<file path="config.mk">
export PLATFORM = sky130hd
export DESIGN_NAME = apb_select_monitor
export DESIGN_NICKNAME = d
export VERILOG_FILES = /design/src/rtl/apb_selmon_pkg.sv /design/src/rtl/sel_census.sv /design/src/rtl/phase_tracker.sv /design/src/rtl/sticky_flags.sv /design/src/rtl/done_counter.sv /design/src/rtl/apb_select_monitor.sv
export SDC_FILE = /design/constraint.sdc
export NUM_CORES = 1
export LEC_CHECK = 0
export BUFFER_PORTS_ARGS = -buffer_cell sky130_fd_sc_hd__buf_4
export CORE_ASPECT_RATIO = 0.7
export CORE_MARGIN = 5
export CORE_UTILIZATION = 35
export CTS_BUF_LIST = sky130_fd_sc_hd__clkbuf_4
export DETAILED_ROUTE_END_ITERATION = 10
export GPL_TIMING_DRIVEN = 0
export PLACE_DENSITY_LB_ADDON = 0.3
export SLEW_MARGIN = 0
export SYNTH_ARGS = -nofsm -noshare
export SYNTH_HDL_FRONTEND = slang
export SYNTH_SLANG_ARGS = --single-unit
</file>
<file path="constraint.sdc">
create_clock -name clk -period 3.7 [get_ports clk]
set_input_delay 0.74 -clock clk [delete_from_list [all_inputs] [get_ports clk]]
set_output_delay 0.74 -clock clk [all_outputs]
set_load 0.02 [all_outputs]
</file>
<file path="src/rtl/apb_selmon_pkg.sv">
package apb_selmon_pkg;

  typedef enum logic [1:0] {
    PH_IDLE   = 2'd0,
    PH_SETUP  = 2'd1,
    PH_ACCESS = 2'd2
  } phase_t;

  localparam int unsigned ERR_W = 7;

  localparam int unsigned E_CONTEND = 0;
  localparam int unsigned E_NOSETUP = 1;
  localparam int unsigned E_LATEEN  = 2;
  localparam int unsigned E_SELDROP = 3;
  localparam int unsigned E_ENHOLD  = 4;
  localparam int unsigned E_ORPHAN  = 5;
  localparam int unsigned E_ADDRMOV = 6;

endpackage

</file>
<file path="src/rtl/sel_census.sv">
module sel_census #(
  parameter int unsigned N_SEL = 4
) (
  input  logic [N_SEL-1:0] sel,
  output logic             none,
  output logic             single,
  output logic             multi
);
  localparam int unsigned CW = $clog2(N_SEL + 1);

  logic [CW-1:0] ones;

  always_comb begin
    ones = '0;
    for (int i = 0; i < N_SEL; i++) begin
      ones = ones + CW'(sel[i]);
    end
  end

  assign none   = (ones == '0);
  assign single = (ones == CW'(1));
  assign multi  = (ones > CW'(1));
endmodule

</file>
<file path="src/rtl/phase_tracker.sv">
module phase_tracker
  import apb_selmon_pkg::*;
#(
  parameter int unsigned N_SEL  = 4,
  parameter int unsigned ADDR_W = 16
) (
  input  logic              clk,
  input  logic              rst,
  input  logic [N_SEL-1:0]  sel,
  input  logic              en,
  input  logic              rdy,
  input  logic [ADDR_W-1:0] addr,
  input  logic              single,
  output logic              fin,
  output logic              v_nosetup,
  output logic              v_late,
  output logic              v_drop,
  output logic              v_hold,
  output logic              v_addr
);
  phase_t             ph, ph_nxt;
  logic [N_SEL-1:0]   sel_q;
  logic [ADDR_W-1:0]  addr_q;
  logic               done_q;
  logic               cap;
  logic               same;

  assign fin    = (|sel) & en & rdy;
  assign same   = (sel == sel_q);
  assign v_hold = done_q & en;

  always_comb begin
    ph_nxt    = ph;
    cap       = 1'b0;
    v_nosetup = 1'b0;
    v_late    = 1'b0;
    v_drop    = 1'b0;
    v_addr    = 1'b0;
    unique case (ph)
      PH_IDLE: begin
        if (single && !en) begin
          ph_nxt = PH_SETUP;
          cap    = 1'b1;
        end else if (single && en && !done_q) begin
          v_nosetup = 1'b1;
        end
      end
      PH_SETUP: begin
        if (!same) begin
          v_drop = 1'b1;
          ph_nxt = PH_IDLE;
        end else begin
          v_addr = (addr != addr_q);
          if (!en) begin
            v_late = 1'b1;
            cap    = 1'b1;
          end else if (rdy) begin
            ph_nxt = PH_IDLE;
          end else begin
            ph_nxt = PH_ACCESS;
          end
        end
      end
      PH_ACCESS: begin
        if (!same) begin
          v_drop = 1'b1;
          ph_nxt = PH_IDLE;
        end else begin
          v_addr = (addr != addr_q);
          if (!en || rdy) begin
            ph_nxt = PH_IDLE;
          end
        end
      end
      default: ph_nxt = PH_IDLE;
    endcase
  end

  always_ff @(posedge clk) begin
    if (rst) begin
      ph     <= PH_IDLE;
      sel_q  <= '0;
      addr_q <= '0;
      done_q <= 1'b0;
    end else begin
      ph     <= ph_nxt;
      done_q <= fin;
      if (cap) begin
        sel_q  <= sel;
        addr_q <= addr;
      end
    end
  end
endmodule

</file>
<file path="src/rtl/sticky_flags.sv">
module sticky_flags #(
  parameter int unsigned W = 7
) (
  input  logic         clk,
  input  logic         rst,
  input  logic         clr,
  input  logic [W-1:0] set,
  output logic [W-1:0] flags,
  output logic         any
);
  logic [W-1:0] nxt;

  for (genvar g = 0; g < W; g++) begin : g_bit
    assign nxt[g] = flags[g] | set[g];
    always_ff @(posedge clk) begin
      if (rst || clr) flags[g] <= 1'b0;
      else            flags[g] <= nxt[g];
    end
  end

  always_ff @(posedge clk) begin
    if (rst || clr) any <= 1'b0;
    else            any <= |nxt;
  end
endmodule

</file>
<file path="src/rtl/done_counter.sv">
module done_counter #(
  parameter int unsigned CNT_W = 16
) (
  input  logic             clk,
  input  logic             rst,
  input  logic             clr,
  input  logic             inc,
  output logic [CNT_W-1:0] cnt
);
  localparam logic [CNT_W-1:0] CNT_MAX = {CNT_W{1'b1}};

  always_ff @(posedge clk) begin
    if (rst || clr)              cnt <= '0;
    else if (inc && cnt != CNT_MAX) cnt <= cnt + CNT_W'(1);
  end
endmodule

</file>
<file path="src/rtl/apb_select_monitor.sv">
module apb_select_monitor
  import apb_selmon_pkg::*;
#(
  parameter int unsigned N_SEL  = 4,
  parameter int unsigned ADDR_W = 16,
  parameter int unsigned CNT_W  = 16
) (
  input  logic              clk,
  input  logic              rst,
  input  logic              clr,
  input  logic [N_SEL-1:0]  sel_i,
  input  logic              en_i,
  input  logic              rdy_i,
  input  logic [ADDR_W-1:0] addr_i,
  output logic [ERR_W-1:0]  err_vec,
  output logic              err_any,
  output logic [CNT_W-1:0]  done_cnt
);
  logic             none, single, multi;
  logic             fin;
  logic             v_nosetup, v_late, v_drop, v_hold, v_addr;
  logic [ERR_W-1:0] hits;

  sel_census #(.N_SEL(N_SEL)) u_census (
    .sel    (sel_i),
    .none   (none),
    .single (single),
    .multi  (multi)
  );

  phase_tracker #(.N_SEL(N_SEL), .ADDR_W(ADDR_W)) u_phase (
    .clk       (clk),
    .rst       (rst),
    .sel       (sel_i),
    .en        (en_i),
    .rdy       (rdy_i),
    .addr      (addr_i),
    .single    (single),
    .fin       (fin),
    .v_nosetup (v_nosetup),
    .v_late    (v_late),
    .v_drop    (v_drop),
    .v_hold    (v_hold),
    .v_addr    (v_addr)
  );

  always_comb begin
    hits            = '0;
    hits[E_CONTEND] = multi;
    hits[E_NOSETUP] = v_nosetup;
    hits[E_LATEEN]  = v_late;
    hits[E_SELDROP] = v_drop;
    hits[E_ENHOLD]  = v_hold;
    hits[E_ORPHAN]  = none & en_i;
    hits[E_ADDRMOV] = v_addr;
  end

  sticky_flags #(.W(ERR_W)) u_flags (
    .clk   (clk),
    .rst   (rst),
    .clr   (clr),
    .set   (hits),
    .flags (err_vec),
    .any   (err_any)
  );

  done_counter #(.CNT_W(CNT_W)) u_count (
    .clk (clk),
    .rst (rst),
    .clr (clr),
    .inc (fin),
    .cnt (done_cnt)
  );
endmodule

</file>
---- Yosys cells after proc, flatten, opt, wreduce, memory -nomap -nowiden ----
Cells that the tools add are included.
word-level totals
  flip-flop bits (word level) ............. 47
  input port bits ......................... 25
  output and inout bits ................... 24
  logic and storage cells ................. 71
operators by class
  add/sub/neg operators ................... 4
  magnitude comparators ................... 1
  eq/ne operators ......................... 9
  muxes and demuxes ....................... 19
  bitwise operators ....................... 11
  reductions and logical operators ........ 14
operator list
  cell                     count
  $add A16 B1 Y16 const B  1
  $ne A16 B16 Y1           1
  $ne A16 B16 Y1 const B   1
  $mux W2                  6
  $mux W1                  11
  $or A1 B1 Y1             7
  $reduce_or A7 Y1         1
  $add A3 B1 Y3            2
  $ne A3 B3 Y1 const B     2
  $pmux W2 S3              1
  $and A1 B1 Y1            4
  $eq A4 B4 Y1             1
  $logic_and A1 B1 Y1      4
  $reduce_or A4 Y1         1
  $eq A3 B1 Y1 const B     1
  $gt A3 B1 Y1 const B     1
  $logic_not A3 Y1         1
  $reduce_and A3 Y1        1
  $add A1 B1 Y2            1
  $eq A2 B1 Y1 const B     1
  $eq A2 B2 Y1 const B     1
  $logic_not A1 Y1         2
  $logic_not A2 Y1         1
  $logic_or A1 B1 Y1       2
  3 further kinds          3

---- Longest topological paths before layout ----
Gate-level depths: netlist of run 1.
  depth after elaboration ................. 11
  depth in mapped cells ................... 11

---- By module ----
From an unflattened synthesis of run 1, not the netlist that was laid out.
unflattened totals
  cell total of the unflattened synthesis .. 397
  area, all modules ....................... 3055.4 um2
modules (own cells, without submodules)
  module              times used  cells an instance  area an instance (um2)
  phase_tracker       1           258                1789.2
  done_counter        1           95                 847.1
  sticky_flags        1           28                 284.0
  sel_census          1           15                 128.9
  apb_select_monitor  1           1                  6.3

---- Least setup slack after synthesis of run 1 ----
No wires, ideal clock.
  path kind ............................... in2reg
  start point ............................. input port sel_i[0]
  end point ............................... register u_phase.addr_q[0]
  data arrival time ....................... 2.812 ns
  data required time ...................... 3.628 ns
  slack ................................... 0.816 ns
  cell stages on the path ................. 10
  cells stage by stage .................... inv_1 ha_1 inv_1 fa_1 ha_1 nor3_1 a22oi_4 nor2_8 buf_12 mux2i_1
on the way
  longest elaborated chain between the ends .. 7
  elaborated cells between the ends (all ways) .. 9
  classes of those cells .................. 3 x add/sub; 2 x eq/ne; 3 x mux; 1 x reduce/logical
ends and longest elaborated chain
  element                     RTL line                  source
  start: declaration          apb_select_monitor.sv:11  input logic [N_SEL-1:0] sel_i,
  $add A1 B1 Y2               sel_census.sv:16          ones = ones + CW'(sel[i]);
  $add A3 B1 Y3 (2 in a row)  sel_census.sv:16
  $eq A3 B1 Y1                sel_census.sv:21          assign single = (ones == CW'(1));
  $logic_and A1 B1 Y1         phase_tracker.sv:41       if (single && !en) begin
  $mux W1                     phase_tracker.sv:41
  $pmux W1 S2 (*)             phase_tracker.sv:39       unique case (ph)
  end signal: assignment      phase_tracker.sv:90       addr_q <= addr;
  end: declaration            phase_tracker.sv:23       logic [ADDR_W-1:0] addr_q;
Every way passes the cells marked *; elsewhere a longest branch is shown, timed or not.
A chain may end at the register's enable or synchronous reset.

---- Worst setup path in the final report of run 1 ----
  start point ............................. input port sel_i[0]
  end point ............................... register u_phase.addr_q[2]
The elaborated chain is that of the path after synthesis.

==> impl_metrics.tcl, run 1 <==
set metrics [dict create \
    dr.pass1.iters 4 \
    rows 25 \
    setup_viol 0 \
    synthFlopType "dfxtp_1" \
    fp.dieArea_um2 8930 \
    multi_input_area_um2 1440 \
    h-tree-depth 2 \
    start_util_pct 36.3 \
    relSlewSlack_pct 60.3 \
    skew_ps 11.7 \
    worst_slack_ps 736 \
    worstSetupStartpointType "input pin" \
    synth-async-reset-ratio_pct 0 \
    overflow 0 \
    dp.final_hpwl_mm 4.37 \
    cts_tree "done" \
    synth_edf_count 0 \
    die_h_um 80.6 \
    cts_hold_buf 0 \
    cts-resized-gates 0 \
    synth_top_area_share_pct 37.8 \
    wirelength_mm 5.67 \
    viasPerCell 4.80 \
    hold_viol_final 0 \
    clkLatencyLatePin_ps 360 \
    yosysMostFrequentCell "dfxtp_1" \
    synth_top_cell_by_area "dfxtp_1" \
    grt_max_degree 14 \
    finalMaxSlewViolations 0 \
    synth_nets 304 \
    ys_types 40 \
    p_leak_nw 1.25 \
    fill_cells 698 \
    synth_area_leaders "dfxtp_1 (38%), xor2_1 (9.5%), nand2b_1 (8.0%)" \
    yosysWarnings 0 \
    grt_pass1_vias 1899 \
    regArea_um2 941 \
    avgSynthCellArea_um2 9.22 \
    clkTransAtPathRegs_ps 130 \
    period_share_pct 80.1 \
    arrival_ps 3250 \
    critical_path_required_ps 3980 \
    core_area_um2 6850 \
    cp-end-kind "flop" \
    critical_path_class "input pin to flop" \
    drt_iter0_drc 60 \
    gp_congestion 0.807 \
    rsz0062_at_grt "false" \
    tns_ps 0 \
    detail_route.wl_per_cell_um 13.6 \
    cp_max_fo 10 \
    detail-route-antenna-nets 0 \
    fmax_mhz 337 \
    outcome "complete, no violations" \
    cts_buffers 5 \
    vias 2008 \
    nets 358 \
    root_buffer "clkbuf_4" \
    dp_slack_ps 379 \
    power_density_nw_per_um2 328 \
    clockBufferDepth 2 \
    peakVddDrop_uv 193 \
    min_path_type "flop to flop" \
    ys_ff_latch 47 \
    grt_use_total_pct 13.4 \
    cap_violations 0 \
    cts_setup_buffers 0 \
    syn_area_um2 2490 \
    synth_commonest_cells "dfxtp_1 (47), nand2b_1 (32), xor2_1 (27)" \
    cts.sinks 47 \
    io_buffers 47 \
    tightest_slew_ps 594 \
    die_w_um 111 \
    syn_to_final_growth_pct 20.8 \
    antenna_found_initial 0 \
    antenna_cells 0 \
    period_needed_ps 2960 \
    ios 49 \
    syn_inst 270 \
    seq_area_frac_synth_pct 37.8 \
    grt_pass1_wl_mm 9.59 \
    drc 0 \
    layout-drive-gt1-share_pct 20.1 \
]
cells by family (layout without fill, tap and decap cells):
kind of cell             after synthesis  count (layout)  share of synthesized area, %
AND/OR/NAND/NOR                      113             113                          27.1
flip-flops                            47              47                          37.8
XOR/XNOR                              31              31                          10.9
AO/OA/AOI/OAI                         30              30                          8.04
buffers and inverters                 23              77                          4.52
multiplexers                          17              17                          6.83
adder cells (fa/ha/maj)                9               9                          4.82
stage by stage:
stage               hold WS (ps)  power [mW]  cell area [µm²]  utilization, %  std cells
finish                       495       0.988             3010            43.9        418
global route                 520        1.06             3010            43.9        418
CTS                          497        1.00             3010            43.9        418
detailed placement           481       0.770             2960            43.2        411
global placement             467       0.767             2960            43.2        411
floorplan                    449       0.700             2490               -        270
metal layers:
| layer | global-route usage [%] | part of all wire (%) | vias up |
|---|---|---|---|
| met3 | 3.69 | 3.6 | 4 |
| met2 | 19.1 | 41 | 35 |
| met1 | 19.9 | 54 | 934 |
| met4 | 2.58 | 0.78 | 0 |
| li1 | - | - | 1035 |
| met5 | 0 | 0 | - |
placed cells by master (no fill, tap or decap), types with 2 or more instances in the layout:
cell type   n
buf_4      47
dfxtp_1    47
nand2b_1   32
xor2_1     27
nor2_1     23
mux2i_1    17
inv_1      11
nand2_1     9
a21oi_1     9
nand3_1     8
clkbuf_1    8
ha_1        8
o21ai_0     7
and3_1      6
nand4_1     6
nor2b_1     5
o41ai_1     5
clkbuf_4    5
and4_1      4
xnor2_1     4
a31oi_1     4
or3_1       4
nor4_1      4
nor3_1      3
buf_2       2
critical path, cell delays in order:
cell and delay, ps:
buf_4 100, inv_1 50, ha_1 270, inv_1 40, fa_1 380, ha_1 320, nor3_1 500, a22oi_4 210
nor2_8 250, buf_12 180, mux2i_1 200
where the power goes:
part | switching [mW] | leakage [nW] | internal (mW) | total (mW)
Clock | 0.160 | 0.0285 | 0.0678 | 0.228
Combinational | 0.117 | 0.838 | 0.0970 | 0.214
Sequential | 0.0158 | 0.381 | 0.530 | 0.545
Total | 0.293 | 1.25 | 0.694 | 0.988
flip-flops by register name (all words and copies together) (netlist names):
signal / flops
u_count.cnt: 16
u_flags.any: 1
u_flags.flags: 7
u_phase.addr_q: 16
u_phase.done_q: 1
u_phase.ph: 2
u_phase.sel_q: 4
final timing paths:
path	endpoint	cells after the start	slack, ps	from
max	u_phase.addr_q[2]$_SDFFE_PP0P_	11	740	sel_i[0]
max reg2reg	u_count.cnt[15]$_SDFFE_PP0P_	6	1830	u_count.cnt[0]$_SDFFE_PP0P_
min reg2reg	u_phase.addr_q[10]$_SDFFE_PP0P_	2	490	u_phase.addr_q[10]$_SDFFE_PP0P_
min	u_phase.addr_q[10]$_SDFFE_PP0P_	2	490	u_phase.addr_q[10]$_SDFFE_PP0P_
layout make-up:
cell class,instances,area share (%)
well taps,94,3.91
inverters,11,1.37
multi-input cells,200,47.8
flip-flops and latches,47,31.3
repair buffers,47,11.7
clock inverters,2,0.291
clock buffers,5,1.25
plain buffers,12,2.37
Note: power is estimated with default switching activity, not from simulation.
==> inputs of run 2 (changes only) <==
==> constraint.sdc (replaced) <==
create_clock -name clk -period 2.4 [get_ports clk]
set_input_delay 0.48 -clock clk [delete_from_list [all_inputs] [get_ports clk]]
set_output_delay 0.48 -clock clk [all_outputs]
set_load 0.02 [all_outputs]
==> impl_metrics.tcl, run 2 (synthesized netlist as in run 1, its figures left out) <==
set metrics [dict create \
    outcome "complete, no violations" \
    drt_iter0_drc 88 \
    regArea_um2 941 \
    fill_cells 687 \
    syn_to_final_growth_pct 23.3 \
    critical_path_class "input pin to flop" \
    wirelength_mm 5.76 \
    relSlewSlack_pct 57.6 \
    cts_hold_buf 0 \
    dr.max_layer_used "met4" \
    worstSetupStartpointType "input pin" \
    power_density_nw_per_um2 509 \
    gp_congestion 0.788 \
    start_util_pct 36.3 \
    die_h_um 80.6 \
    arrival_ps 2590 \
    period_needed_ps 2290 \
    reg_top3 "u_count.cnt x16, u_phase.addr_q x16, u_flags.flags x7" \
    mostFrequentLayoutCells "buf_4 (51), dfxtp_1 (47), nand2b_1 (32)" \
    clkTransAtPathRegs_ps 140 \
    drc 0 \
    met1Wirelength_mm 3.05 \
    rsz0062_at_grt "false" \
    cp_max_fo 3 \
    antenna_cells 0 \
    finalMaxSlewViolations 0 \
    grt_max_degree 14 \
    hold-worst-slack_ps 392 \
    cts.sinks 47 \
    tightest_slew_ps 634 \
    detail-route-antenna-nets 0 \
    min_path_type "input pin to flop" \
    clkLatencyLatePin_ps 350 \
    cp-end-kind "flop" \
    cts_tree "done" \
    antenna_found_initial 0 \
    cap_violations 0 \
    viasPerCell 4.81 \
    ios 49 \
    final_util_pct 44.8 \
    skew_ps 3.18 \
    fmax_mhz 436 \
    die_w_um 111 \
    grt_pass1_wl_mm 9.76 \
    cts_buffers 5 \
    dp.final_hpwl_mm 4.39 \
    rows 25 \
    h-tree-depth 2 \
    final_common_cell "buf_4" \
    layout-drive-gt1-share_pct 22.0 \
    multi_input_area_um2 1470 \
    nets 362 \
    hold_viol_final 0 \
    period_share_pct 95.6 \
    grt_pass1_vias 2005 \
    met2_length_mm 2.37 \
    fp.dieArea_um2 8930 \
    overflow 0 \
    peakVddDrop_uv 225 \
    dr.pass1.iters 4 \
    placed_cell_area_um2 2980 \
    p_leak_nw 1.28 \
    grt_use_total_pct 13.4 \
    critical_path_required_ps 2690 \
    core_area_um2 6850 \
    final_cell_area_um2 3070 \
    root_buffer "clkbuf_4" \
    clockBufferDepth 2 \
    io_buffers 47 \
    vias 2029 \
    detail_route.wl_per_cell_um 13.6 \
    setup_viol 0 \
    wl_met3_um 285 \
]
==> run 2: per-stage QoR <==
stage          setup slack, ps  instances  power, mW  setup TNS, ps
2_1_floorplan             12.4        270       1.09              0
3_3_place_gp              -324        411       1.19          -3740
3_5_place_dp              -339        411       1.20          -4590
4_1_cts                   46.3        418       1.57              0
5_1_grt                   16.6        422       1.66              0
6_report                   105        422       1.56              0
==> run 2: final timing paths <==
kind,end,cells after the start,startpoint,slack [ps]
setup reg to reg,u_count.cnt[15]$_SDFFE_PP0P_,6,u_count.cnt[0]$_SDFFE_PP0P_,540
setup / recovery,u_phase.ph[1]$_SDFFE_PP0P_,10,sel_i[0],110
hold / removal,u_phase.addr_q[11]$_SDFFE_PP0P_,3,addr_i[11],390
hold reg to reg,u_phase.addr_q[9]$_SDFFE_PP0P_,2,u_phase.addr_q[9]$_SDFFE_PP0P_,490
==> run 2: worst max-delay path, stage by stage <==
cell and delay (ps):
buf_4 100, inv_1 50, ha_1 270, inv_1 40
fa_1 420, ha_4 260, o41ai_2 310, o21ai_1 180
or3_1 330, a21oi_1 140
==> run 2: cell type report <==
class / instances / area share (%)
inverter: 11 / 1.35
clock buffer: 5 / 1.22
clock inverter: 2 / 0.285
tap: 94 / 3.83
sequential: 47 / 30.7
timing repair buffer: 51 / 12.5
buffer: 12 / 2.32
multi-input combinational: 200 / 47.9
==> run 2: repair_timing <==
action	4_1_cts	5_1_grt
resized for setup	0	2
endpoints found under the setup margin	0	7
buffers inserted	0	4
==> run 2: routing by layer <==
metal	vias up	track usage (%)
met5	-	0
met4	0	3.69
met3	5	2.94
met2	46	20.1
met1	931	19.4
li1	1047	-
==> run 2: power breakdown <==
part / total [mW] / switching, mW / internal, mW
clock network: 0.361 / 0.256 / 0.105
logic: 0.360 / 0.190 / 0.171
registers: 0.840 / 0.0238 / 0.816
total: 1.56 / 0.470 / 1.09
